==> config.mk <==
export PLATFORM = sky130hd
export DESIGN_NAME = cla16_adder
export DESIGN_NICKNAME = d
export VERILOG_FILES = /design/src/rtl/cla16_pkg.sv /design/src/rtl/cla_bit_terms.sv /design/src/rtl/cla_lookahead.sv /design/src/rtl/cla_sum_stage.sv /design/src/rtl/cla16_adder.sv
export SDC_FILE = /design/constraint.sdc
export NUM_CORES = 1
export LEC_CHECK = 0
export BUFFER_PORTS_ARGS = -buffer_cell sky130_fd_sc_hd__buf_2
export CORE_MARGIN = 5
export CORE_UTILIZATION = 27
export DETAILED_ROUTE_END_ITERATION = 8
export GPL_ROUTABILITY_DRIVEN = 0
export SLEW_MARGIN = 20
export SYNTH_ARGS = -nofsm -noshare
export SYNTH_HDL_FRONTEND = slang
export SYNTH_SLANG_ARGS = --single-unit
==> constraint.sdc <==
create_clock -name vclk -period 4.4
set_input_delay 0.22 -clock vclk [all_inputs]
set_output_delay 0.22 -clock vclk [all_outputs]
set_load 0.03 [all_outputs]
==> src/rtl/cla16_pkg.sv <==
package cla16_pkg;
    localparam int unsigned CLA_DEF_WIDTH = 16;
    localparam int unsigned CLA_DEF_SLICE = 4;

    typedef struct packed {
        logic gen;
        logic prop;
    } cla_gp_t;
endpackage

==> src/rtl/cla_bit_terms.sv <==
module cla_bit_terms #(
    parameter int unsigned WIDTH = 16
) (
    input  logic [WIDTH-1:0] a_i,
    input  logic [WIDTH-1:0] b_i,
    output logic [WIDTH-1:0] gen_o,
    output logic [WIDTH-1:0] prop_o,
    output logic [WIDTH-1:0] half_o
);
    genvar gi;
    generate
        for (gi = 0; gi < WIDTH; gi++) begin : g_bit
            assign gen_o[gi]  = a_i[gi] & b_i[gi];
            assign prop_o[gi] = a_i[gi] | b_i[gi];
            assign half_o[gi] = a_i[gi] ^ b_i[gi];
        end
    endgenerate
endmodule

==> src/rtl/cla_lookahead.sv <==
module cla_lookahead
    import cla16_pkg::*;
#(
    parameter int unsigned N = 4
) (
    input  logic [N-1:0] gen_i,
    input  logic [N-1:0] prop_i,
    input  logic         cin_i,
    output logic [N-1:0] cin_pos_o,
    output logic         cout_o,
    output cla_gp_t      grp_o
);
    logic [N-1:0] cout_v;
    logic         grp_gen;
    logic         grp_prop;

    // Flat sum-of-products carries: each output carry is an OR of AND terms.
    always_comb begin
        logic acc;
        logic term;
        cout_v = '0;
        for (int i = 0; i < N; i++) begin
            acc = 1'b0;
            for (int j = -1; j <= i; j++) begin
                term = (j < 0) ? cin_i : gen_i[j];
                for (int k = j + 1; k <= i; k++) begin
                    term = term & prop_i[k];
                end
                acc = acc | term;
            end
            cout_v[i] = acc;
        end
    end

    // Group generate excludes the incoming carry term.
    always_comb begin
        logic acc;
        logic term;
        acc = 1'b0;
        for (int j = 0; j < N; j++) begin
            term = gen_i[j];
            for (int k = j + 1; k < N; k++) begin
                term = term & prop_i[k];
            end
            acc = acc | term;
        end
        grp_gen  = acc;
        grp_prop = &prop_i;
    end

    always_comb begin
        cin_pos_o[0] = cin_i;
        for (int i = 1; i < N; i++) begin
            cin_pos_o[i] = cout_v[i-1];
        end
    end

    assign cout_o        = cout_v[N-1];
    assign grp_o.gen     = grp_gen;
    assign grp_o.prop    = grp_prop;
endmodule

==> src/rtl/cla_sum_stage.sv <==
module cla_sum_stage #(
    parameter int unsigned WIDTH = 16
) (
    input  logic [WIDTH-1:0] half_i,
    input  logic [WIDTH-1:0] carry_i,
    output logic [WIDTH-1:0] sum_o
);
    genvar si;
    generate
        for (si = 0; si < WIDTH; si++) begin : g_sum
            assign sum_o[si] = half_i[si] ^ carry_i[si];
        end
    endgenerate
endmodule

==> src/rtl/cla16_adder.sv <==
module cla16_adder
    import cla16_pkg::*;
#(
    parameter int unsigned WIDTH = CLA_DEF_WIDTH,
    parameter int unsigned SLICE = CLA_DEF_SLICE
) (
    input  logic [WIDTH-1:0] a_in,
    input  logic [WIDTH-1:0] b_in,
    input  logic             c_in,
    output logic [WIDTH-1:0] sum_out,
    output logic             c_out
);
    localparam int unsigned NSLICE = WIDTH / SLICE;

    logic [WIDTH-1:0]  bit_gen;
    logic [WIDTH-1:0]  bit_prop;
    logic [WIDTH-1:0]  bit_half;
    logic [WIDTH-1:0]  bit_carry;
    logic [NSLICE-1:0] grp_gen;
    logic [NSLICE-1:0] grp_prop;
    logic [NSLICE-1:0] grp_carry;
    logic [NSLICE-1:0] slice_cout;
    cla_gp_t           top_gp;

    cla_bit_terms #(.WIDTH(WIDTH)) u_terms (
        .a_i    (a_in),
        .b_i    (b_in),
        .gen_o  (bit_gen),
        .prop_o (bit_prop),
        .half_o (bit_half)
    );

    genvar gs;
    generate
        for (gs = 0; gs < NSLICE; gs++) begin : g_slice
            cla_gp_t slice_gp;
            cla_lookahead #(.N(SLICE)) u_slice (
                .gen_i     (bit_gen[gs*SLICE +: SLICE]),
                .prop_i    (bit_prop[gs*SLICE +: SLICE]),
                .cin_i     (grp_carry[gs]),
                .cin_pos_o (bit_carry[gs*SLICE +: SLICE]),
                .cout_o    (slice_cout[gs]),
                .grp_o     (slice_gp)
            );
            assign grp_gen[gs]  = slice_gp.gen;
            assign grp_prop[gs] = slice_gp.prop;
        end
    endgenerate

    cla_lookahead #(.N(NSLICE)) u_upper (
        .gen_i     (grp_gen),
        .prop_i    (grp_prop),
        .cin_i     (c_in),
        .cin_pos_o (grp_carry),
        .cout_o    (c_out),
        .grp_o     (top_gp)
    );

    cla_sum_stage #(.WIDTH(WIDTH)) u_sum (
        .half_i  (bit_half),
        .carry_i (bit_carry),
        .sum_o   (sum_out)
    );
endmodule

# Word-level counts from Yosys, hierarchy flattened
# Cells that the tools add are included.
# Widths: inputs -> output; s select.
dict set report word_totals {
  regBits 0
  output_inout_bits 17
  wordCells 160
}
dict set report op_classes {
  bitwise_logic 156
  reduce_logical 4
}
# op count
set ops {}
lappend ops {{$and 1x1->1} 62}
lappend ops {{$or 1x1->1} 62}
lappend ops {{$xor 1x1->1} 32}
lappend ops {{$reduce_and 4->1} 4}

# Longest topological paths before layout
dict set report logic_depth {
  depth_word 19
  depth_mapped 9
  mapped_depth_nobuf 9
}

# Modules after synthesis
# Synthesis repeated with hierarchy kept, for this count alone.
dict set report hier_totals {
  cells_unflattened 161
  hier_area_um2 1133.6
}
# mod n_inst area_per_inst_um2 seq_area_each_um2 cells_each
set modules_own_cells {}
lappend modules_own_cells {cla_bit_terms 1 580.6 0.0 80}
lappend modules_own_cells {cla_lookahead 5 82.6 0.0 13}
lappend modules_own_cells {cla_sum_stage 1 140.1 0.0 16}

# Worst setup path before layout
# OpenSTA, ideal clock, no wires.
dict set report synth_timing {
  path_type {input port to output port}
  startpoint {in a_in[0]}
  endpoint {out sum_out[7]}
  setup_slack_ps 2085
  n_path_buf 0
  stages 7
  t_required_ps 4180
  arrival_time_ps 2095
  path_cell_list {inv_1 -> ha_1 -> nand2b_4 -> a2111o_1 -> a21oi_1 -> nor3_1 -> a311oi_1}
}
dict set report synth_via {
  elab_chain_cells 15
  elab_cells_between_ends 18
}
# element line
set synth_rtl {}
lappend synth_rtl {{from (decl)} cla16_adder.sv:7} ;# input logic [WIDTH-1:0] a_in,
lappend synth_rtl {{$and 1x1->1} cla_bit_terms.sv:13} ;# assign gen_o[gi] = a_i[gi] & b_i[gi];
lappend synth_rtl {{$and 1x1->1 (2 in a row)} cla_lookahead.sv:43} ;# term = term & prop_i[k];
lappend synth_rtl {{$and 1x1->1} --}
lappend synth_rtl {{$or 1x1->1 (3 in a row)} cla_lookahead.sv:45} ;# acc = acc | term;
lappend synth_rtl {{$or 1x1->1 (*)} cla_lookahead.sv:29} ;# acc = acc | term;
lappend synth_rtl {{$and 1x1->1 (*) (3 in a row)} cla_lookahead.sv:27} ;# term = term & prop_i[k];
lappend synth_rtl {{$or 1x1->1 (*) (3 in a row)} cla_lookahead.sv:29}
lappend synth_rtl {{$xor 1x1->1 (*)} cla_sum_stage.sv:11} ;# assign sum_o[si] = half_i[si] ^ carry_i[si];
lappend synth_rtl {{to (decl)} cla16_adder.sv:10} ;# output logic [WIDTH-1:0] sum_out,
# Mark *: on every way between the ends. The rest lies on a longest branch, timed or not.

# Final worst setup path
dict set report layout_timing {
  startpoint {in a_in[0]}
  endpoint {out sum_out[12]}
}
dict set report layout_via {
  elab_chain_cells 13
  elab_cells_between_ends 18
}
# element line
set layout_rtl {}
lappend layout_rtl {{$and 1x1->1} cla_bit_terms.sv:13}
lappend layout_rtl {{$and 1x1->1 (2 in a row)} cla_lookahead.sv:43}
lappend layout_rtl {{$and 1x1->1} --}
lappend layout_rtl {{$or 1x1->1 (3 in a row)} cla_lookahead.sv:45}
lappend layout_rtl {{$and 1x1->1} cla_lookahead.sv:27}
lappend layout_rtl {{$and 1x1->1} --}
lappend layout_rtl {{$or 1x1->1 (*) (3 in a row)} cla_lookahead.sv:29}
lappend layout_rtl {{$xor 1x1->1 (*)} cla_sum_stage.sv:11}
# Marked as above.

==> metrics.txt <==
Syn Nets=224; post-synth cell types=36; largest net degree at the start of global routing=9; Slew @ Worst Pin=0.400 ns; Post-Route WL=2570 um; share of the synthesized area in the top cell type=0.338; Min Clock Period, post-route=2.47 ns; # setup viols final=0; DRT antenna net count=0; top-count cell post-synth=inv_1; Internal=85.0 uW; CP Depth=10; layout cells sized above 1=0.278; die area=5810 um2; fmax=406 MHz; Cell Chain, Critical Path=buf_2 > inv_1 > ha_1 > nand2b_4 > a2111o_1 > a21boi_1 > a21oi_1 > nand2_1 > fa_1 > buf_2; sequential fraction of the synthesis area=0; post-CTS sizing=0; Min Hold Slack=0.885 ns; core area=4290 um2; MaxCap Viol Count=0; initial core utilization=0.276; worst setup path startpoint=a_in[0]; worst hold path class=in2out; initial antenna violation count=0; cell taking the most area after synthesis=ha_1; Clock buffer cells=0; CP Capture Point=sum_out[12]; Slew HR=0.731; Final Hold Viols=0; Crit path buffers/inverters=3; first-pass GRT wire length=4340 um; total track usage=0.0815; multi-input logic area=1030 um2; drt initial violations=34; RSZ-0062 raised after global routing=false; CP arrival=2.25 ns; Inst Count DP=257; PortBufs=50; GR Overflow Total=0; combinational power share=1.000; Seq Cell Count=0; setup ws final=1.93 ns; maximum VDD drop=0.0594 mV; cell area power density=155 nW/um2; DIE HEIGHT=76.2 um; status=finished clean; Via density=4.53; area grow syn2layout=26.6%; wire per inst=9.99 um; synthesized area=1180 um2; Area contributors post-synth=ha_1 (34%), inv_1 (13%), fa_1 (6.8%); Reg area=0 um2; fillers=476; Syn. warnings=0; router iterations before antenna repair=4; # IOs=50; hold-fix buffers at CTS=0; hold path depth=3; Final Max Slew Viols=0; critical path peak fanout=4; slowest CP cell=a2111o_1; ant diodes=0; critical path launch point type=primary input; Post-route DRC=0; part of the power in the clock network=0; mean area per synthesized cell=7.64 um2; Sw Pwr=147 uW; sw frac=0.633; crit-path max cell delay=0.46 ns; most frequent CP cell=buf_2; WP data required=4.18 ns; Synth top cells by count=inv_1 (40), ha_1 (32); CP delay by family, top=compound AO/OA/AOI/OAI gates; part of the power in registers=0; critical path class=in2out; setup bufs post-CTS=0; final cell count without fillers=257; CP endpoint kind=output pin; pre-CTS setup slack=1.93 ns; Overall Power=232 uW; Tcrit/Tclk final=0.560; Std-Cell Rows=24; nets=276; routed via count=1163; number of global-route vias before repair=1068; P_leak=0.000847 uW; Setup Total Neg Slack=0 ns; die width=76.2 um; Gate Count Post-Synth=155; hpwl dp=2390 um
## per-stage QoR
stage	instance area, um2	utilization
3_3_place_gp	1500	0.349
4_1_cts	1500	0.349
6_report	1500	0.349
5_1_grt	1500	0.349
3_5_place_dp	1500	0.349
2_1_floorplan	1180	-
## worst min-delay path by stage
stage,from,to,slack (ns)
3_5_place_dp,b_in[12],sum_out[12],0.89
4_1_cts,b_in[12],sum_out[12],0.89
5_1_grt,b_in[12],sum_out[12],0.91
2_1_floorplan,b_in[15],c_out,0.74
3_3_place_gp,b_in[12],sum_out[12],0.89
6_report,b_in[12],sum_out[12],0.89
## cell type report
cell class         instances  area share
inverters                 40       0.100
multi-input cells        115       0.690
well taps                 52      0.0434
repair buffers            50       0.167
## cells by family after synthesis
kind of cell,after synthesis,share of synthesized area
mux,1,0.00950
buf+inv,40,0.127
xor+xnor,7,0.0517
fa+ha+maj,36,0.405
compound gates,30,0.203
simple gates,41,0.204
## power by group through the flow
stage                     sequential, uW  combinational [uW]  clock [uW]
after floorplan                        0                 170           0
after global placement                 0                 233           0
after detailed placement               0                 235           0
after CTS                              0                 236           0
after global routing                   0                 256           0
final                                  0                 232           0
## worst min-delay path, cell delays in order
cell and delay [ns]:
buf_2 0.11, fa_1 0.15, buf_2 0.19
## metal layers
metal	track usage	up-vias	part of all wire
li1	-	626	-
met1	0.103	504	0.46
met2	0.152	33	0.48
met3	0.0142	0	0.060
met4	0	0	0
met5	0	-	0
## layout by cell type, fill, tap and decap left out, types with 2 or more instances in the layout
cell type,instances
or3_1,2
o21bai_1,4
nor2_1,6
a21oi_1,6
nor2b_1,5
inv_1,40
fa_1,4
buf_2,50
nor3_1,4
nand2b_1,4
or2_2,2
a311oi_1,3
o2111a_1,2
o211ai_1,2
o2111ai_1,3
xor2_1,6
nand2_1,6
ha_1,32
nor3b_1,2
nor4_1,5
No activity file was read; power rests on OpenSTA's default activity.
